## src/rtl/lbist_pkg.sv

```systemverilog
package lbist_pkg;

    typedef enum logic [2:0] {
        ST_IDLE,
        ST_SHIFT,
        ST_CAPTURE,
        ST_FLUSH,
        ST_CHECK
    } seq_state_e;

    // word addresses of the register interface
    localparam int REG_CTRL     = 0;
    localparam int REG_CFG      = 1;
    localparam int REG_STATUS   = 2;
    localparam int REG_SIG      = 3;
    localparam int REG_EXP_BASE = 4;

    // field positions
    localparam int CTRL_IDX_LSB  = 8;
    localparam int CFG_PAT_LSB   = 16;
    localparam int STAT_FAIL_LSB = 16;

endpackage

```

## src/rtl/lbist_lfsr.sv

```systemverilog
module lbist_lfsr #(
    parameter int           W       = 16,
    parameter logic [W-1:0] TAPS    = 16'hB400,
    parameter logic [W-1:0] SEED    = 16'hACE1,
    parameter int           IN_W    = 1,
    parameter bit           NONZERO = 1'b0
) (
    input  logic            clk,
    input  logic            rst_n,
    input  logic            load,
    input  logic [W-1:0]    load_val,
    input  logic            step,
    input  logic [IN_W-1:0] din,
    output logic [W-1:0]    state
);

    typedef struct packed {
        logic [W-1:0] val;
    } lfsr_t;

    lfsr_t s_d, s_q;

    always_comb begin
        s_d = s_q;
        if (load) begin
            s_d.val = load_val;
        end else if (step) begin
            s_d.val = {1'b0, s_q.val[W-1:1]} ^ (s_q.val[0] ? TAPS : '0) ^ W'(din);
        end
    end

    always_ff @(posedge clk or negedge rst_n) begin
        if (!rst_n) begin
            s_q.val <= SEED;
        end else begin
            s_q <= s_d;
        end
    end

    assign state = s_q.val;

    generate
        if (NONZERO) begin : g_nonzero
            AST_GEN_NONZERO: assert property (@(posedge clk) disable iff (!rst_n)
                s_q.val != '0);
        end
    endgenerate

endmodule

```

## src/rtl/lbist_seq.sv

```systemverilog
module lbist_seq
    import lbist_pkg::*;
#(
    parameter int                CHAIN_LEN  = 8,
    parameter int                NUM_SLICES = 4,
    parameter int                PAT_W      = 8,
    parameter int                PRPG_W     = 16,
    parameter int                MISR_W     = 16,
    parameter logic [PRPG_W-1:0] PRPG_SEED  = 16'hACE1,
    parameter logic [MISR_W-1:0] MISR_SEED  = '0,
    localparam int               BIT_W      = $clog2(CHAIN_LEN),
    localparam int               SLICE_W    = $clog2(NUM_SLICES)
) (
    input  logic               clk,
    input  logic               rst_n,
    input  logic               start,
    input  logic               window,
    input  logic               restart,
    input  logic [SLICE_W-1:0] cfg_last,
    input  logic [PAT_W-1:0]   cfg_pat,
    input  logic [PRPG_W-1:0]  prpg_cur,
    input  logic [MISR_W-1:0]  misr_cur,
    input  logic               cmp_pass,
    output logic               scan_en,
    output logic               clk_en,
    output logic               flush,
    output logic               prpg_load,
    output logic               prpg_step,
    output logic               misr_load,
    output logic               misr_step,
    output logic [PRPG_W-1:0]  saved_prpg,
    output logic [MISR_W-1:0]  saved_misr,
    output logic               slice_end,
    output logic [SLICE_W-1:0] slice_idx,
    output logic               busy,
    output logic               done
);

    typedef struct packed {
        seq_state_e         st;
        logic [BIT_W-1:0]   bitc;
        logic [PAT_W-1:0]   pat;
        logic [SLICE_W-1:0] slice;
        logic               first;
        logic               fin;
        logic               done;
        logic [PRPG_W-1:0]  sv_prpg;
        logic [MISR_W-1:0]  sv_misr;
    } seq_t;

    localparam logic [BIT_W-1:0] BIT_LAST = BIT_W'(CHAIN_LEN - 1);

    seq_t q, d;
    logic [PAT_W-1:0] pat_last;

    // a pattern count of zero behaves as one
    assign pat_last = (cfg_pat == '0) ? '0 : cfg_pat - 1'b1;

    always_comb begin
        d         = q;
        scan_en   = 1'b0;
        clk_en    = 1'b0;
        flush     = 1'b0;
        prpg_load = 1'b0;
        prpg_step = 1'b0;
        misr_load = 1'b0;
        misr_step = 1'b0;
        slice_end = 1'b0;
        if (restart) begin
            d.st      = ST_IDLE;
            d.slice   = '0;
            d.fin     = 1'b0;
            d.done    = 1'b0;
            d.sv_prpg = PRPG_SEED;
            d.sv_misr = MISR_SEED;
        end else begin
            case (q.st)
                ST_IDLE: begin
                    if (start && window && !q.fin) begin
                        prpg_load = 1'b1;
                        misr_load = 1'b1;
                        d.st      = ST_SHIFT;
                        d.bitc    = '0;
                        d.pat     = '0;
                        d.first   = 1'b1;
                    end
                end
                ST_SHIFT: begin
                    if (!window) begin
                        d.st = ST_IDLE;
                    end else begin
                        scan_en   = 1'b1;
                        clk_en    = 1'b1;
                        prpg_step = 1'b1;
                        misr_step = !q.first;
                        d.bitc    = q.bitc + 1'b1;
                        if (q.bitc == BIT_LAST) begin
                            d.bitc = '0;
                            d.st   = ST_CAPTURE;
                        end
                    end
                end
                ST_CAPTURE: begin
                    if (!window) begin
                        d.st = ST_IDLE;
                    end else begin
                        clk_en  = 1'b1;
                        d.first = 1'b0;
                        if (q.pat == pat_last) begin
                            d.st = ST_FLUSH;
                        end else begin
                            d.pat = q.pat + 1'b1;
                            d.st  = ST_SHIFT;
                        end
                    end
                end
                ST_FLUSH: begin
                    if (!window) begin
                        d.st = ST_IDLE;
                    end else begin
                        scan_en   = 1'b1;
                        clk_en    = 1'b1;
                        flush     = 1'b1;
                        misr_step = 1'b1;
                        d.bitc    = q.bitc + 1'b1;
                        if (q.bitc == BIT_LAST) begin
                            d.bitc = '0;
                            d.st   = ST_CHECK;
                        end
                    end
                end
                ST_CHECK: begin
                    slice_end = 1'b1;
                    d.sv_prpg = prpg_cur;
                    d.sv_misr = misr_cur;
                    d.st      = ST_IDLE;
                    if (q.slice >= cfg_last) begin
                        d.fin  = 1'b1;
                        d.done = cmp_pass;
                    end else begin
                        d.slice = q.slice + 1'b1;
                    end
                end
                default: d.st = ST_IDLE;
            endcase
        end
    end

    always_ff @(posedge clk or negedge rst_n) begin
        if (!rst_n) begin
            q.st      <= ST_IDLE;
            q.bitc    <= '0;
            q.pat     <= '0;
            q.slice   <= '0;
            q.first   <= 1'b0;
            q.fin     <= 1'b0;
            q.done    <= 1'b0;
            q.sv_prpg <= PRPG_SEED;
            q.sv_misr <= MISR_SEED;
        end else begin
            q <= d;
        end
    end

    assign saved_prpg = q.sv_prpg;
    assign saved_misr = q.sv_misr;
    assign slice_idx  = q.slice;
    assign busy       = (q.st != ST_IDLE);
    assign done       = q.done;

    AST_ABORT_TO_IDLE: assert property (@(posedge clk) disable iff (!rst_n)
        (q.st inside {ST_SHIFT, ST_CAPTURE, ST_FLUSH}) && !window |=> q.st == ST_IDLE);

    AST_CAPTURE_AFTER_SHIFT: assert property (@(posedge clk) disable iff (!rst_n)
        q.st == ST_CAPTURE |-> $past(q.st) == ST_SHIFT);

    AST_SAVE_ONLY_AT_END: assert property (@(posedge clk) disable iff (!rst_n)
        !$stable(q.sv_prpg) |-> ($past(q.st) == ST_CHECK || $past(restart)));

    AST_DONE_STICKY: assert property (@(posedge clk) disable iff (!rst_n)
        q.done && !restart |=> q.done);

    AST_NO_START_AFTER_END: assert property (@(posedge clk) disable iff (!rst_n)
        q.fin && q.st == ST_IDLE && !restart |=> q.st == ST_IDLE);

endmodule

```

## src/rtl/lbist_regs.sv

```systemverilog
module lbist_regs
    import lbist_pkg::*;
#(
    parameter int  NUM_SLICES = 4,
    parameter int  MISR_W     = 16,
    parameter int  PAT_W      = 8,
    parameter int  DEF_PAT    = 4,
    parameter int  DATA_W     = 32,
    localparam int SLICE_W    = $clog2(NUM_SLICES),
    localparam int ADDR_W     = $clog2(REG_EXP_BASE + NUM_SLICES)
) (
    input  logic               clk,
    input  logic               rst_n,
    input  logic               bus_we,
    input  logic [ADDR_W-1:0]  bus_addr,
    input  logic [DATA_W-1:0]  bus_wdata,
    output logic [DATA_W-1:0]  bus_rdata,
    output logic               restart,
    output logic [SLICE_W-1:0] cfg_last,
    output logic [PAT_W-1:0]   cfg_pat,
    input  logic               slice_end,
    input  logic [SLICE_W-1:0] slice_idx,
    input  logic [MISR_W-1:0]  misr_cur,
    input  logic               busy,
    input  logic               done,
    output logic               cmp_pass
);

    typedef struct packed {
        logic [NUM_SLICES-1:0][MISR_W-1:0] exp;
        logic [NUM_SLICES-1:0]             pass;
        logic [NUM_SLICES-1:0]             fail;
        logic [SLICE_W-1:0]                last;
        logic [PAT_W-1:0]                  pat;
        logic [MISR_W-1:0]                 sig;
    } regs_t;

    regs_t q, d;
    logic  wdata_unused;

    assign wdata_unused = ^bus_wdata;
    assign restart      = bus_we && (bus_addr == ADDR_W'(REG_CTRL)) && bus_wdata[0];
    assign cmp_pass     = (misr_cur == q.exp[slice_idx]);

    always_comb begin
        d = q;
        if (bus_we) begin
            if (bus_addr == ADDR_W'(REG_CFG)) begin
                d.last = bus_wdata[SLICE_W-1:0];
                d.pat  = bus_wdata[CFG_PAT_LSB +: PAT_W];
            end
            for (int i = 0; i < NUM_SLICES; i++) begin
                if (bus_addr == ADDR_W'(REG_EXP_BASE + i)) begin
                    d.exp[i] = bus_wdata[MISR_W-1:0];
                end
            end
        end
        if (restart) begin
            d.pass = '0;
            d.fail = '0;
            d.sig  = '0;
        end else if (slice_end) begin
            if (cmp_pass) begin
                d.pass[slice_idx] = 1'b1;
            end else begin
                d.fail[slice_idx] = 1'b1;
            end
            d.sig = misr_cur;
        end
    end

    always_ff @(posedge clk or negedge rst_n) begin
        if (!rst_n) begin
            q.exp  <= '0;
            q.pass <= '0;
            q.fail <= '0;
            q.last <= SLICE_W'(NUM_SLICES - 1);
            q.pat  <= PAT_W'(DEF_PAT);
            q.sig  <= '0;
        end else begin
            q <= d;
        end
    end

    always_comb begin
        bus_rdata = '0;
        if (bus_addr == ADDR_W'(REG_CTRL)) begin
            bus_rdata[0]                          = busy;
            bus_rdata[1]                          = done;
            bus_rdata[CTRL_IDX_LSB +: SLICE_W]    = slice_idx;
        end else if (bus_addr == ADDR_W'(REG_CFG)) begin
            bus_rdata[SLICE_W-1:0]                = q.last;
            bus_rdata[CFG_PAT_LSB +: PAT_W]       = q.pat;
        end else if (bus_addr == ADDR_W'(REG_STATUS)) begin
            bus_rdata[NUM_SLICES-1:0]             = q.pass;
            bus_rdata[STAT_FAIL_LSB +: NUM_SLICES] = q.fail;
        end else if (bus_addr == ADDR_W'(REG_SIG)) begin
            bus_rdata[MISR_W-1:0]                 = q.sig;
        end
        for (int i = 0; i < NUM_SLICES; i++) begin
            if (bus_addr == ADDR_W'(REG_EXP_BASE + i)) begin
                bus_rdata[MISR_W-1:0] = q.exp[i];
            end
        end
    end

    assign cfg_last = q.last;
    assign cfg_pat  = q.pat;

    AST_VERDICT_EXCLUSIVE: assert property (@(posedge clk) disable iff (!rst_n)
        (q.pass & q.fail) == '0);

    AST_VERDICT_RECORDED: assert property (@(posedge clk) disable iff (!rst_n)
        slice_end && !restart |=> (q.pass[$past(slice_idx)] | q.fail[$past(slice_idx)]));

    AST_RESTART_CLEARS: assert property (@(posedge clk) disable iff (!rst_n)
        restart |=> (q.pass == '0 && q.fail == '0 && q.sig == '0));

endmodule

```

## src/rtl/lbist_slice_ctrl.sv

```systemverilog
module lbist_slice_ctrl
    import lbist_pkg::*;
#(
    parameter int                NUM_CHAINS = 4,
    parameter int                CHAIN_LEN  = 8,
    parameter int                NUM_SLICES = 4,
    parameter int                PAT_W      = 8,
    parameter int                DEF_PAT    = 4,
    parameter int                PRPG_W     = 16,
    parameter int                MISR_W     = 16,
    parameter logic [PRPG_W-1:0] PRPG_TAPS  = 16'hB400,
    parameter logic [PRPG_W-1:0] PRPG_SEED  = 16'hACE1,
    parameter logic [MISR_W-1:0] MISR_TAPS  = 16'hD008,
    localparam int               DATA_W     = 32,
    localparam int               ADDR_W     = $clog2(REG_EXP_BASE + NUM_SLICES)
) (
    input  logic                  clk,
    input  logic                  rst_n,
    input  logic                  slice_start,
    input  logic                  idle_window,
    input  logic                  bus_we,
    input  logic [ADDR_W-1:0]     bus_addr,
    input  logic [DATA_W-1:0]     bus_wdata,
    output logic [DATA_W-1:0]     bus_rdata,
    output logic                  scan_enable,
    output logic                  scan_clock_en,
    output logic [NUM_CHAINS-1:0] scan_si,
    input  logic [NUM_CHAINS-1:0] scan_so,
    output logic                  busy,
    output logic                  done
);

    localparam int               SLICE_W   = $clog2(NUM_SLICES);
    localparam logic [MISR_W-1:0] MISR_SEED = '0;

    logic               restart;
    logic [SLICE_W-1:0] cfg_last;
    logic [PAT_W-1:0]   cfg_pat;
    logic [PRPG_W-1:0]  prpg_state, saved_prpg;
    logic [MISR_W-1:0]  misr_state, saved_misr;
    logic               prpg_load, prpg_step, misr_load, misr_step;
    logic               flush, slice_end, cmp_pass;
    logic [SLICE_W-1:0] slice_idx;

    lbist_lfsr #(
        .W       (PRPG_W),
        .TAPS    (PRPG_TAPS),
        .SEED    (PRPG_SEED),
        .IN_W    (1),
        .NONZERO (1'b1)
    ) i_prpg (
        .clk      (clk),
        .rst_n    (rst_n),
        .load     (prpg_load),
        .load_val (saved_prpg),
        .step     (prpg_step),
        .din      (1'b0),
        .state    (prpg_state)
    );

    lbist_lfsr #(
        .W       (MISR_W),
        .TAPS    (MISR_TAPS),
        .SEED    (MISR_SEED),
        .IN_W    (NUM_CHAINS),
        .NONZERO (1'b0)
    ) i_misr (
        .clk      (clk),
        .rst_n    (rst_n),
        .load     (misr_load),
        .load_val (saved_misr),
        .step     (misr_step),
        .din      (scan_so),
        .state    (misr_state)
    );

    lbist_seq #(
        .CHAIN_LEN  (CHAIN_LEN),
        .NUM_SLICES (NUM_SLICES),
        .PAT_W      (PAT_W),
        .PRPG_W     (PRPG_W),
        .MISR_W     (MISR_W),
        .PRPG_SEED  (PRPG_SEED),
        .MISR_SEED  (MISR_SEED)
    ) i_seq (
        .clk        (clk),
        .rst_n      (rst_n),
        .start      (slice_start),
        .window     (idle_window),
        .restart    (restart),
        .cfg_last   (cfg_last),
        .cfg_pat    (cfg_pat),
        .prpg_cur   (prpg_state),
        .misr_cur   (misr_state),
        .cmp_pass   (cmp_pass),
        .scan_en    (scan_enable),
        .clk_en     (scan_clock_en),
        .flush      (flush),
        .prpg_load  (prpg_load),
        .prpg_step  (prpg_step),
        .misr_load  (misr_load),
        .misr_step  (misr_step),
        .saved_prpg (saved_prpg),
        .saved_misr (saved_misr),
        .slice_end  (slice_end),
        .slice_idx  (slice_idx),
        .busy       (busy),
        .done       (done)
    );

    lbist_regs #(
        .NUM_SLICES (NUM_SLICES),
        .MISR_W     (MISR_W),
        .PAT_W      (PAT_W),
        .DEF_PAT    (DEF_PAT),
        .DATA_W     (DATA_W)
    ) i_regs (
        .clk       (clk),
        .rst_n     (rst_n),
        .bus_we    (bus_we),
        .bus_addr  (bus_addr),
        .bus_wdata (bus_wdata),
        .bus_rdata (bus_rdata),
        .restart   (restart),
        .cfg_last  (cfg_last),
        .cfg_pat   (cfg_pat),
        .slice_end (slice_end),
        .slice_idx (slice_idx),
        .misr_cur  (misr_state),
        .busy      (busy),
        .done      (done),
        .cmp_pass  (cmp_pass)
    );

    assign scan_si = flush ? '0 : prpg_state[NUM_CHAINS-1:0];

    AST_CLOCK_IN_WINDOW: assert property (@(posedge clk) disable iff (!rst_n)
        scan_clock_en |-> idle_window);

    AST_FLUSH_QUIET: assert property (@(posedge clk) disable iff (!rst_n)
        scan_clock_en && scan_enable && !prpg_step |-> scan_si == '0);

endmodule

```

## config.mk

```make
export PLATFORM = sky130hd
export DESIGN_NAME = lbist_slice_ctrl
export DESIGN_NICKNAME = d
export VERILOG_FILES = /design/src/rtl/lbist_pkg.sv /design/src/rtl/lbist_lfsr.sv /design/src/rtl/lbist_seq.sv /design/src/rtl/lbist_regs.sv /design/src/rtl/lbist_slice_ctrl.sv
export SDC_FILE = /design/constraint.sdc
export NUM_CORES = 1
export LEC_CHECK = 0
export BUFFER_PORTS_ARGS = -buffer_cell sky130_fd_sc_hd__buf_2
export CAP_MARGIN = 30
export CORE_ASPECT_RATIO = 1.1
export CORE_MARGIN = 4
export CORE_UTILIZATION = 40
export CTS_CLUSTER_DIAMETER = 80
export DETAILED_ROUTE_END_ITERATION = 12
export PLACE_DENSITY = 0.57
export SLEW_MARGIN = 20
export SYNTH_ARGS = -nofsm -noshare
export SYNTH_HDL_FRONTEND = slang
export SYNTH_SLANG_ARGS = --single-unit
```

## constraint.sdc

```tcl
create_clock -name clk -period 3.6 [get_ports clk]
set_clock_uncertainty 0.15 [all_clocks]
set_input_delay 0.54 -clock clk [delete_from_list [all_inputs] [get_ports clk]]
set_output_delay 0.54 -clock clk [all_outputs]
set_load 0.05 [all_outputs]
```

Word-level counts from Yosys, hierarchy flattened
Cells that the tools add are included.

storage, ports and cells
  bits in registers = 181
  bits of input ports = 44
  output and inout port bits = 40
  word-level logic and storage cells = 166

operators by class
  add/subtract/negate cells = 4
  $lt $le $gt $ge = 3
  eq/ne operators = 24
  mux-type cells = 75
  bitwise gates (word level) = 6
  reductions and logical operators = 34

operator list
  operator             count
  $mux 16              14
  $mux 34              2
  $mux 14              3
  $mux 8               5
  $bmux 16 s2          1
  $xor 15x16->16       2
  $mux 4               7
  $mux 1               19
  $eq 3x3->1 const B   6
  $mux 3               6
  $mux 6               3
  $reduce_and 2->1     9
  $eq 16x16->1         1
  $mux 2               8
  $pmux 8 s2           1
  $xor 16x4->16        1
  $reduce_bool 2->1    7
  $eq 3x2->1 const B   4
  $mux 12              1
  $pmux 3 s4           1
  $reduce_and 5->1     2
  $pmux 3 s3           1
  $add 8x1->8 const B  1
  $eq 8x8->1           1
  24 further kinds     40

Logic depth before layout (Yosys ltp)
Gate-level depths: netlist of run 1.

  word-level depth = 9
  gate-level depth with buffers = 11
  mapped depth without buffers = 9

Cells and area by module
Synthesis of run 1 repeated with hierarchy kept, for this count alone.

second synthesis, totals
  cell total of the unflattened synthesis = 936
  area total of the unflattened synthesis = 9930.8 µm²

modules (own cells, without submodules)
  module               instances  cells each  area each (µm²)
  lbist_regs           1          423         5261.3
  lbist_seq            1          355         3009.1
  lbist_lfsr (i_misr)  1          79          820.8
  lbist_lfsr (i_prpg)  1          74          810.8
  lbist_slice_ctrl     1          5           28.8

Least setup slack after synthesis of run 1
Ideal clock, no wire load.

  path kind = input to output
  from = in bus_addr[1]
  to = out bus_rdata[0]
  data arrival time = 2774 ps
  data required time = 2910 ps
  slack = 136 ps
  cell stages on the path = 5
  path buffers = 3
  path through = clkbuf_1 -> buf_1 -> buf_1 -> nand2_1 -> o21ai_0

on the way
  word-level cells in the longest chain between the ends = 9

ends and longest elaborated chain
  what                  line                    text
  from (decl)           lbist_slice_ctrl.sv:22  input logic [ADDR_W-1:0] bus_addr,
  $eq 3x2->1            lbist_regs.sv:97        end else if (bus_addr == ADDR_W'(REG_SIG)) begin
  $mux 16               lbist_regs.sv:97
  $mux 4                lbist_regs.sv:94        end else if (bus_addr == ADDR_W'(REG_STATUS)) begin
  $mux 2                lbist_regs.sv:91        end else if (bus_addr == ADDR_W'(REG_CFG)) begin
  $mux 2                lbist_regs.sv:87        if (bus_addr == ADDR_W'(REG_CTRL)) begin
  $mux 16 (3 in a row)  lbist_regs.sv:101       if (bus_addr == ADDR_W'(REG_EXP_BASE + i)) begin
  $mux 16 (*)           lbist_regs.sv:101
  to (decl)             lbist_slice_ctrl.sv:24  output logic [DATA_W-1:0] bus_rdata,

Every way passes the cells marked *; elsewhere a longest branch is shown, timed or not.

Final worst setup path of run 1
  from = reg i_regs.q (netlist bit i_regs.cfg_pat[0])
  to = reg i_seq.q[40] (netlist bit)

on the way
  word-level cells in the longest chain between the ends = 5

ends and longest elaborated chain
  what                                            line              text
  from (decl)                                     lbist_regs.sv:38  regs_t q, d;
  $sub 8x1->8 or $logic_not 8->1 (tied branches)  lbist_seq.sv:57   assign pat_last = (cfg_pat == '0) ? '0 : cfg_pat - 1'b1;
  $mux 8 (*)                                      lbist_seq.sv:57
  $eq 8x8->1 (*)                                  lbist_seq.sv:109  if (q.pat == pat_last) begin
  $ne 2x2->1 (no source line) (*)                 --
  $reduce_and 5->1 (no source line) (*)           --
  to (decl)                                       lbist_seq.sv:53   seq_t q, d;

Marked as above.
A chain may end at the register's enable or synchronous reset.

==> qor.log, run 1 <==
[run_status] result of the run finished clean
[global_route] overall fraction of global-route tracks in use 18.1%
[yosys] total number of yosys warnings 0
[die] die area 24600 sq um
[job] count of max-cap constraint violations 0
[die] row count 56
[setup_path] crit path max-delay cell type sky130_fd_sc_hd__o41ai_1
[timing] final count of negative-setup-slack endpoints 0
[setup_path] gate family responsible for the most delay along the worst path compound AO/OA/AOI/OAI gates
[yosys] share of the synthesized netlist area taken by xor and xnor gates 3.32%
[yosys] area fraction in and, or, nand and nor cells after synthesis 15.5%
[clocking] Clk pin slew, worst setup/hold paths 0.07 ns
[power_and_ir_drop] Internal Power 4.03 mW
[timing] final worst-path cycle share 87.1%
[die] starting density of the core 41.1%
[power_and_ir_drop] net load switching power 2.18 mW
[yosys] Synth Flop Type sky130_fd_sc_hd__dfrtp_1
[power_and_ir_drop] proportion of power drawn by the clock network 28.4%
[placed_design] Final HPWL DP 14.7 mm
[detailed_routing] total wire length after detailed routing 21.5 mm
[yosys] number of flops mapped to enable cells by yosys 0
[yosys] library cells used by synthesis 65
[global_route] antenna violations before repair 0
[hold_path] HP Class in2reg
[power_and_ir_drop] power density over the cells 615 nW/um^2
[power_and_ir_drop] total leakage power 4.40 nW
[global_route] vias in the first global route 6530
[timing] final hold vios 0
[timing] setup TNS after final layout 0 ns
[clocking] CTS tree yes
[yosys] sequential share of the synthesized area 46.9%
[detailed_routing] via-per-instance ratio 5.38
[yosys] post-synthesis adder-cell area fraction 1.55%
[yosys] share of async-settable or async-resettable flops after synthesis 100%
[clocking] Post-CTS Setup Bufs 0
[setup_path] Max Fanout on Critical Path 9
[timing] setup repair after global routing missed its margin false
[global_route] overflow left after global routing 0
[power_and_ir_drop] worst supply voltage drop on vdd 0.000369 V
[global_route] maximum number of pins on one net before global-route repair 70
[die] number of top-level pins 84
[setup_path] Worst Path Arrival 3.31 ns
[detailed_routing] wire length per cell 17.5 um
[power_and_ir_drop] switching power share of the total 35.0%
[power_and_ir_drop] sequential cell fraction of total power 44.7%
[global_route] first-pass GRT wire length 35.4 mm
[yosys] mux contribution to synthesized area 17.0%
[clocking] clock latency at the later pin of the worst-skew pair 0.42 ns
[yosys] number of instances in the synthesized netlist 868
[setup_path] worst setup path category reg2reg
[clocking] count of instances resized after the clock tree is built 0
[die] Placeable Area 21600 sq um
[final_layout] final instance count without filler cells 1224
[final_layout] fin nets 976
[detailed_routing] DRT iter0 DRCs 309
[detailed_routing] post-detailed-route DRC marker count 0
[clocking] clock sink total 165
[timing] maximum frequency from static timing analysis 0.319 GHz
[yosys] Mapped Avg Cell Area 10.2 sq um
[final_layout] total inserted antenna cells 0
[setup_path] chain of cells forming the critical path inv_1 > ha_1 > nor3b_1 > nand2_1 > o21a_1 > o311a_1 > o41ai_1 > o211ai_1 > o31ai_1
[detailed_routing] total number of vias 6581
[setup_path] Crit path required time 3.77 ns
[power_and_ir_drop] post-route total power 6.21 mW
[yosys] post-synthesis sequential element count 165
[detailed_routing] TritonRoute pass-1 iters 4
[timing] worst slew slack as a fraction of its limit 44.7%
[timing] min Tclk post-route 3.13 ns
[clocking] Root Buffer sky130_fd_sc_hd__clkbuf_16
[yosys] synthesized cell area 8860 sq um
[yosys] share of the synthesized area in compound gates (AO/OA/AOI/OAI) 11.9%
[clocking] Max H-tree Level 4
[setup_path] count of buffer and inverter cells on the critical path 1
[clocking] maximum root-to-sink buffer count 2
[setup_path] Worst Setup End Kind flop
[placed_design] # placed instances 1191
[placed_design] GPL Wtd Cong 0.760
[final_layout] layout cells sized above 1 26.9%
[power_and_ir_drop] Gate power share 27.0%
[setup_path] startpoint kind of the worst setup timing path flop
[timing] number of max-slew violations in the final report 0
[die] width of the die 150 um
[yosys] dominant combinational cell family by area after synthesis multiplexers
[clocking] hold_buf cts 1
[timing] slew of the pin with the lowest slew margin 0.830 ns
[detailed_routing] remaining antenna violation count after routing 0
[clocking] number of buffers inserted during clock tree synthesis 17
[placed_design] input/output buffers 67
[die] Chip Height 164 um
[final_layout] signed area change from the synthesized netlist to the final layout 13.8%
[setup_path] Slowest Stage Delay on Critical Path 0.71 ns
==> cell type report <==
type | instances | area [sq um]
clock buffers | 17 | 425
clock inverters | 15 | 135
fillers | 2087 | 11500
inverters | 9 | 33.8
multi-input cells | 633 | 4400
flip-flops and latches | 165 | 4150
well taps | 290 | 363
repair buffers | 95 | 579
==> cell usage after synthesis, types with 4 or more instances <==
cell type | number | area [sq um]
sky130_fd_sc_hd__o21ai_0 | 45 | 225
sky130_fd_sc_hd__mux4_2 | 16 | 360
sky130_fd_sc_hd__buf_4 | 8 | 60.1
sky130_fd_sc_hd__xor2_1 | 7 | 61.3
sky130_fd_sc_hd__xnor2_1 | 24 | 210
sky130_fd_sc_hd__nor2_1 | 57 | 214
sky130_fd_sc_hd__nand2b_1 | 6 | 37.5
sky130_fd_sc_hd__and3_1 | 6 | 37.5
sky130_fd_sc_hd__a31oi_1 | 16 | 100
sky130_fd_sc_hd__nand2_1 | 147 | 552
sky130_fd_sc_hd__o22ai_1 | 8 | 50.1
sky130_fd_sc_hd__a22o_1 | 17 | 149
sky130_fd_sc_hd__inv_1 | 9 | 33.8
sky130_fd_sc_hd__dfrtp_1 | 146 | 3650
sky130_fd_sc_hd__mux2i_1 | 26 | 260
sky130_fd_sc_hd__nor2b_1 | 13 | 81.3
sky130_fd_sc_hd__nand4b_1 | 4 | 35.0
sky130_fd_sc_hd__clkbuf_1 | 45 | 169
sky130_fd_sc_hd__ha_1 | 11 | 138
sky130_fd_sc_hd__o21a_1 | 4 | 30.0
sky130_fd_sc_hd__a22oi_1 | 9 | 67.6
sky130_fd_sc_hd__buf_1 | 10 | 37.5
sky130_fd_sc_hd__nand3_1 | 10 | 50.1
sky130_fd_sc_hd__a21oi_1 | 41 | 205
sky130_fd_sc_hd__and2_1 | 10 | 62.6
sky130_fd_sc_hd__nor3_1 | 10 | 50.1
sky130_fd_sc_hd__dfstp_2 | 19 | 499
sky130_fd_sc_hd__nand4_1 | 11 | 68.8
sky130_fd_sc_hd__mux2_2 | 79 | 890
==> cells by family after synthesis <==
kind of cell	count (synthesis)
flip-flops	165
AND/OR/NAND/NOR	294
other	1
adder cells (fa/ha/maj)	11
AO/OA/AOI/OAI	167
buffers and inverters	77
XOR/XNOR	32
multiplexers	121
==> state kept, by name (all words and copies together) (netlist names) <==
| register | flops |
|---|---|
| i_seq.done | 1 |
| i_seq.saved_prpg | 16 |
| i_regs.cfg_pat | 8 |
| i_seq.saved_misr | 16 |
| i_prpg.state | 16 |
| i_misr.state | 16 |
| i_seq.slice_idx | 2 |
| i_seq.q | 16 |
| i_regs.q | 72 |
| i_regs.cfg_last | 2 |
==> placed cells by master, fill, tap and decap left out, types with 13 or more instances in the layout <==
master                      netlist  layout
sky130_fd_sc_hd__mux2i_1         26      26
sky130_fd_sc_hd__mux4_2          16      16
sky130_fd_sc_hd__buf_2            2      66
sky130_fd_sc_hd__a22o_1          17      17
sky130_fd_sc_hd__nand2_1        147     147
sky130_fd_sc_hd__buf_4            8      25
sky130_fd_sc_hd__clkbuf_16        0      17
sky130_fd_sc_hd__o21ai_0         45      45
sky130_fd_sc_hd__nor2b_1         13      13
sky130_fd_sc_hd__nor2_1          57      56
sky130_fd_sc_hd__dfrtp_1        146     146
sky130_fd_sc_hd__xnor2_1         24      24
sky130_fd_sc_hd__a31oi_1         16      16
sky130_fd_sc_hd__mux2_2          79      79
sky130_fd_sc_hd__dfstp_2         19      19
sky130_fd_sc_hd__a21oi_1         41      41
==> worst paths after layout <==
path,endpoint,cells past startpoint,start,slack [ns]
min in group asynchronous,i_seq.saved_prpg[9],2,rst_n,0.53
max,i_seq.q[40],9,i_regs.cfg_pat[0],0.47
min,i_regs.cfg_pat[1],3,bus_wdata[17],0.18
max reg2reg,i_seq.q[40],9,i_regs.cfg_pat[0],0.47
min reg2reg,i_seq.q[34],2,i_seq.q[34],0.33
max in group asynchronous,i_misr.state[10],3,rst_n,1.89
==> stage by stage <==
stage	setup slack, ns	utilization, %	instance area, sq um	hold WS, ns
3_5_place_dp	0.513	44.1	9520	0.314
6_report	0.466	46.8	10100	0.178
2_1_floorplan	0.136	-	8890	0.0944
5_1_grt	0.171	46.8	10100	0.185
3_3_place_gp	0.622	44.1	9520	0.307
4_1_cts	0.492	46.8	10100	0.159
==> metal layers <==
layer / share of wire (%) / GRT usage, %
met3: 3.9 / 2.90
met2: 47 / 28.9
met1: 48 / 25.7
met5: 0 / 0
met4: 1.4 / 5.03
==> power groups by stage <==
stage | clock network, mW | logic [mW] | registers, mW
5_1_grt | 1.89 | 1.86 | 2.85
6_report | 1.76 | 1.67 | 2.77
2_1_floorplan | 0 | 1.40 | 2.62
4_1_cts | 1.80 | 1.70 | 2.77
3_5_place_dp | 0 | 1.69 | 2.81
3_3_place_gp | 0 | 1.66 | 2.80
==> worst min-delay path, delay by kind of cell <==
| kind | cells | cell delay [ns] |
|---|---|---|
| AO/OA/AOI/OAI | 1 | 0.06 |
| buffers and inverters | 1 | 0.07 |
| AND/OR/NAND/NOR | 1 | 0.03 |
Note: power is estimated with default switching activity, not from simulation.
==> run 2, diff against run 1 <==
--- a/config.mk
+++ b/config.mk
@@ -12,8 +12,9 @@
 export CORE_UTILIZATION = 40
 export CTS_CLUSTER_DIAMETER = 80
 export DETAILED_ROUTE_END_ITERATION = 12
-export PLACE_DENSITY = 0.57
+export PLACE_DENSITY = 0.56
 export SLEW_MARGIN = 20
 export SYNTH_ARGS = -nofsm -noshare
 export SYNTH_HDL_FRONTEND = slang
+export SYNTH_HIERARCHICAL = 1
 export SYNTH_SLANG_ARGS = --single-unit
==> run 2 against run 1 <==
  * Sequential power up 7%
  * Clock-buffer cell count is 1 higher
  * Synthesized area increased by 12%
  * Non-clock buffer count decreased by 1
  * Highest routed layer unchanged
  * Utilization decreased by 2.3 points
  * Wire length grew 3.8%
  * Worst hold slack improved by 0.016 ns
==> qor.log, run 2 <==
[placed_design] input/output buffers 67
[yosys] number of flops mapped to enable cells by yosys 0
[placed_design] Final HPWL DP 14.8 mm
[clocking] Max H-tree Level 4
[final_layout] signed area change from the synthesized netlist to the final layout 9.58%
[setup_path] worst setup path category reg2out
[clocking] clock sink total 181
[timing] final count of negative-setup-slack endpoints 0
[power_and_ir_drop] worst supply voltage drop on vdd 0.000279 V
[final_layout] register with the most flip-flops i_regs/q
[yosys] Mapped Avg Cell Area 10.6 sq um
[yosys] total number of yosys warnings 6
[detailed_routing] wire length per cell 17.6 um
[yosys] area share of the largest cell type after synthesis 40.8%
[yosys] most instantiated cells after synthesis sky130_fd_sc_hd__dfrtp_1, sky130_fd_sc_hd__nand2_1, sky130_fd_sc_hd__mux2_2
[timing] number of max-slew violations in the final report 0
[final_layout] most common cell after layout, fill and taps aside sky130_fd_sc_hd__dfrtp_1
[setup_path] Worst R2R Start i_regs/cfg_pat[0]
[clocking] CTS tree yes
[placed_design] # placed instances 1230
[setup_path] Worst Path Arrival 2.47 ns
[run_status] result of the run finished clean
[setup_path] startpoint kind of the worst setup timing path flop
[yosys] most instantiated library cell after synthesis sky130_fd_sc_hd__dfrtp_1
[global_route] maximum number of pins on one net before global-route repair 71
[final_layout] fin nets 990
[power_and_ir_drop] sequential cell fraction of total power 43.9%
[detailed_routing] DRT iter0 DRCs 331
[timing] maximum frequency from static timing analysis 0.316 GHz
[global_route] overflow left after global routing 0
[die] Placeable Area 24500 sq um
[clocking] number of buffers inserted during clock tree synthesis 17
[global_route] overall fraction of global-route tracks in use 16.8%
[die] row count 60
[setup_path] Register-to-Register Path Depth 9
[job] count of max-cap constraint violations 0
[timing] setup TNS after final layout 0 ns
[detailed_routing] post-detailed-route DRC marker count 0
[detailed_routing] TritonRoute pass-1 iters 5
[yosys] post-synthesis sequential element count 181
[power_and_ir_drop] Gate power share 25.2%
[die] die area 27400 sq um
[timing] slew of the pin with the lowest slew margin 0.709 ns
[timing] min Tclk post-route 3.16 ns
[placed_design] GPL Wtd Cong 0.768
[timing] final worst-path cycle share 87.9%
[setup_path] Max Fanout on Critical Path 9
[final_layout] fillers 2347
[clocking] clock latency at the later pin of the worst-skew pair 0.43 ns
[timing] setup repair after global routing missed its margin false
[yosys] library cells used by synthesis 66
[final_layout] utilization of the core after routing 44.5%
[final_layout] total inserted antenna cells 0
[final_layout] layout cells sized above 1 27.0%
[power_and_ir_drop] Internal Power 4.56 mW
[global_route] antenna violations before repair 0
[timing] final hold vios 0
[hold_path] Worst Hold Path Cells 2
[setup_path] Worst Setup End Kind primary output
[final_layout] leading cell types in the layout, fill and taps excluded sky130_fd_sc_hd__dfrtp_1, sky130_fd_sc_hd__nand2_1, sky130_fd_sc_hd__mux2_2
[yosys] synthesized cell area 9930 sq um
[detailed_routing] total wire length after detailed routing 22.3 mm
[power_and_ir_drop] post-route total power 6.76 mW
[clocking] Root Buffer sky130_fd_sc_hd__clkbuf_16
[yosys] post-synth top area cell sky130_fd_sc_hd__dfrtp_1
[die] width of the die 158 um
[setup_path] Crit path required time 2.91 ns
[power_and_ir_drop] net load switching power 2.19 mW
[power_and_ir_drop] switching power share of the total 32.5%
[timing] worst slew slack as a fraction of its limit 52.7%
[hold_path] startpoint of the tightest hold check path bus_wdata[22]
[yosys] share of async-settable or async-resettable flops after synthesis 100%
[clocking] maximum root-to-sink buffer count 2
[clocking] Post-CTS Setup Bufs 0
[yosys] number of instances in the synthesized netlist 936
[global_route] vias in the first global route 6749
[power_and_ir_drop] power density over the cells 621 nW/um^2
[yosys] Synth Flop Type sky130_fd_sc_hd__dfrtp_1
[yosys] sequential share of the synthesized area 45.8%
[die] starting density of the core 40.6%
[global_route] first-pass GRT wire length 36.8 mm
[die] Chip Height 173 um
[detailed_routing] remaining antenna violation count after routing 0
[clocking] Clk pin slew, worst setup/hold paths 0.07 ns
[setup_path] launching element of the worst setup path i_seq/q[50]
[die] number of top-level pins 84
[yosys] largest cells by area after synthesis sky130_fd_sc_hd__dfrtp_1, sky130_fd_sc_hd__mux2_2, sky130_fd_sc_hd__mux2i_1, sky130_fd_sc_hd__mux4_2, sky130_fd_sc_hd__dfstp_2
[hold_path] HP Class in2reg
[detailed_routing] total number of vias 6745
[final_layout] flip-flop count of the largest register, all copies and words added 88
[detailed_routing] via-per-instance ratio 5.34
[power_and_ir_drop] proportion of power drawn by the clock network 30.9%
[power_and_ir_drop] total leakage power 4.69 nW
[final_layout] final instance count without filler cells 1263
run 2: logic make-up after synthesis:
logic type | Yosys count | synth area share, %
buffers and inverters | 131 | 7.85
adders and majority gates | 6 | 0.756
DFF | 181 | 45.8
AOI/OAI and AO/OA | 148 | 8.53
xor gates and xnor gates | 34 | 3.00
other | 2 | 0.0756
muxes | 167 | 20.7
and+or+nand+nor | 267 | 13.2
run 2: per-layer routing:
layer  vias up  track usage [%]  share of wire [%]
li1       3228                -                  -
met4         0             4.41                1.3
met2       106             26.5                 48
met5         -                0                  0
met3        20             3.32                3.1
met1      3391             23.9                 48
run 2: layout make-up:
| cell class | count | area, sq um | share of cell area [%] |
|---|---|---|---|
| inverter | 15 | 56.3 | 0.517 |
| tap | 310 | 388 | 3.56 |
| clock buffer | 18 | 439 | 4.04 |
| timing repair buffer | 94 | 588 | 5.40 |
| multi-input combinational | 631 | 4640 | 42.6 |
| clock inverter | 14 | 221 | 2.04 |
| sequential | 181 | 4550 | 41.8 |
run 2: worst paths after layout:
| kind | slack (ns) | end |
|---|---|---|
| max | 0.44 | bus_rdata[0] |
| min | 0.19 | i_regs/cfg_pat[6] |
| max reg2reg | 0.55 | i_seq/q[38] |
| min reg2reg | 0.32 | i_prpg/state[7] |
| max in group asynchronous | 1.96 | i_seq/saved_prpg[0] |
| min in group asynchronous | 0.51 | i_seq/q[43] |
run 2: critical path, stage by stage, from the launching register on:
cell and delay [ns]:
sky130_fd_sc_hd__dfrtp_1 0.47, sky130_fd_sc_hd__nor3_1 0.43, sky130_fd_sc_hd__inv_1 0.15, sky130_fd_sc_hd__mux4_2 0.49, sky130_fd_sc_hd__mux2_2 0.28, sky130_fd_sc_hd__buf_2 0.21
run 2: what timing repair did:
action / CTS / global route
endpoints found under the setup margin: 0 / 0
hold endpoints to repair: 18 / 0
resized for setup: 0 / 0
hold buffers: 1 / 0
run 2: power groups by stage:
stage               Sequential (mW)  Clock [mW]  Combinational, mW
floorplan                      2.82           0               1.52
global placement               2.99           0               1.69
detailed placement             3.00           0               1.72
CTS                            2.96        2.15               1.73
global route                   3.04        2.23               1.88
finish                         2.96        2.09               1.70
run 2: metrics by stage:
stage                     setup WS, ns  instance area, sq um  hold slack [ns]
after floorplan                 -0.109                  9960           0.0944
after global placement           0.269                 10200            0.309
after detailed placement         0.413                 10200            0.318
after CTS                        0.404                 10900            0.167
after global routing             0.357                 10900            0.171
final                            0.437                 10900            0.193
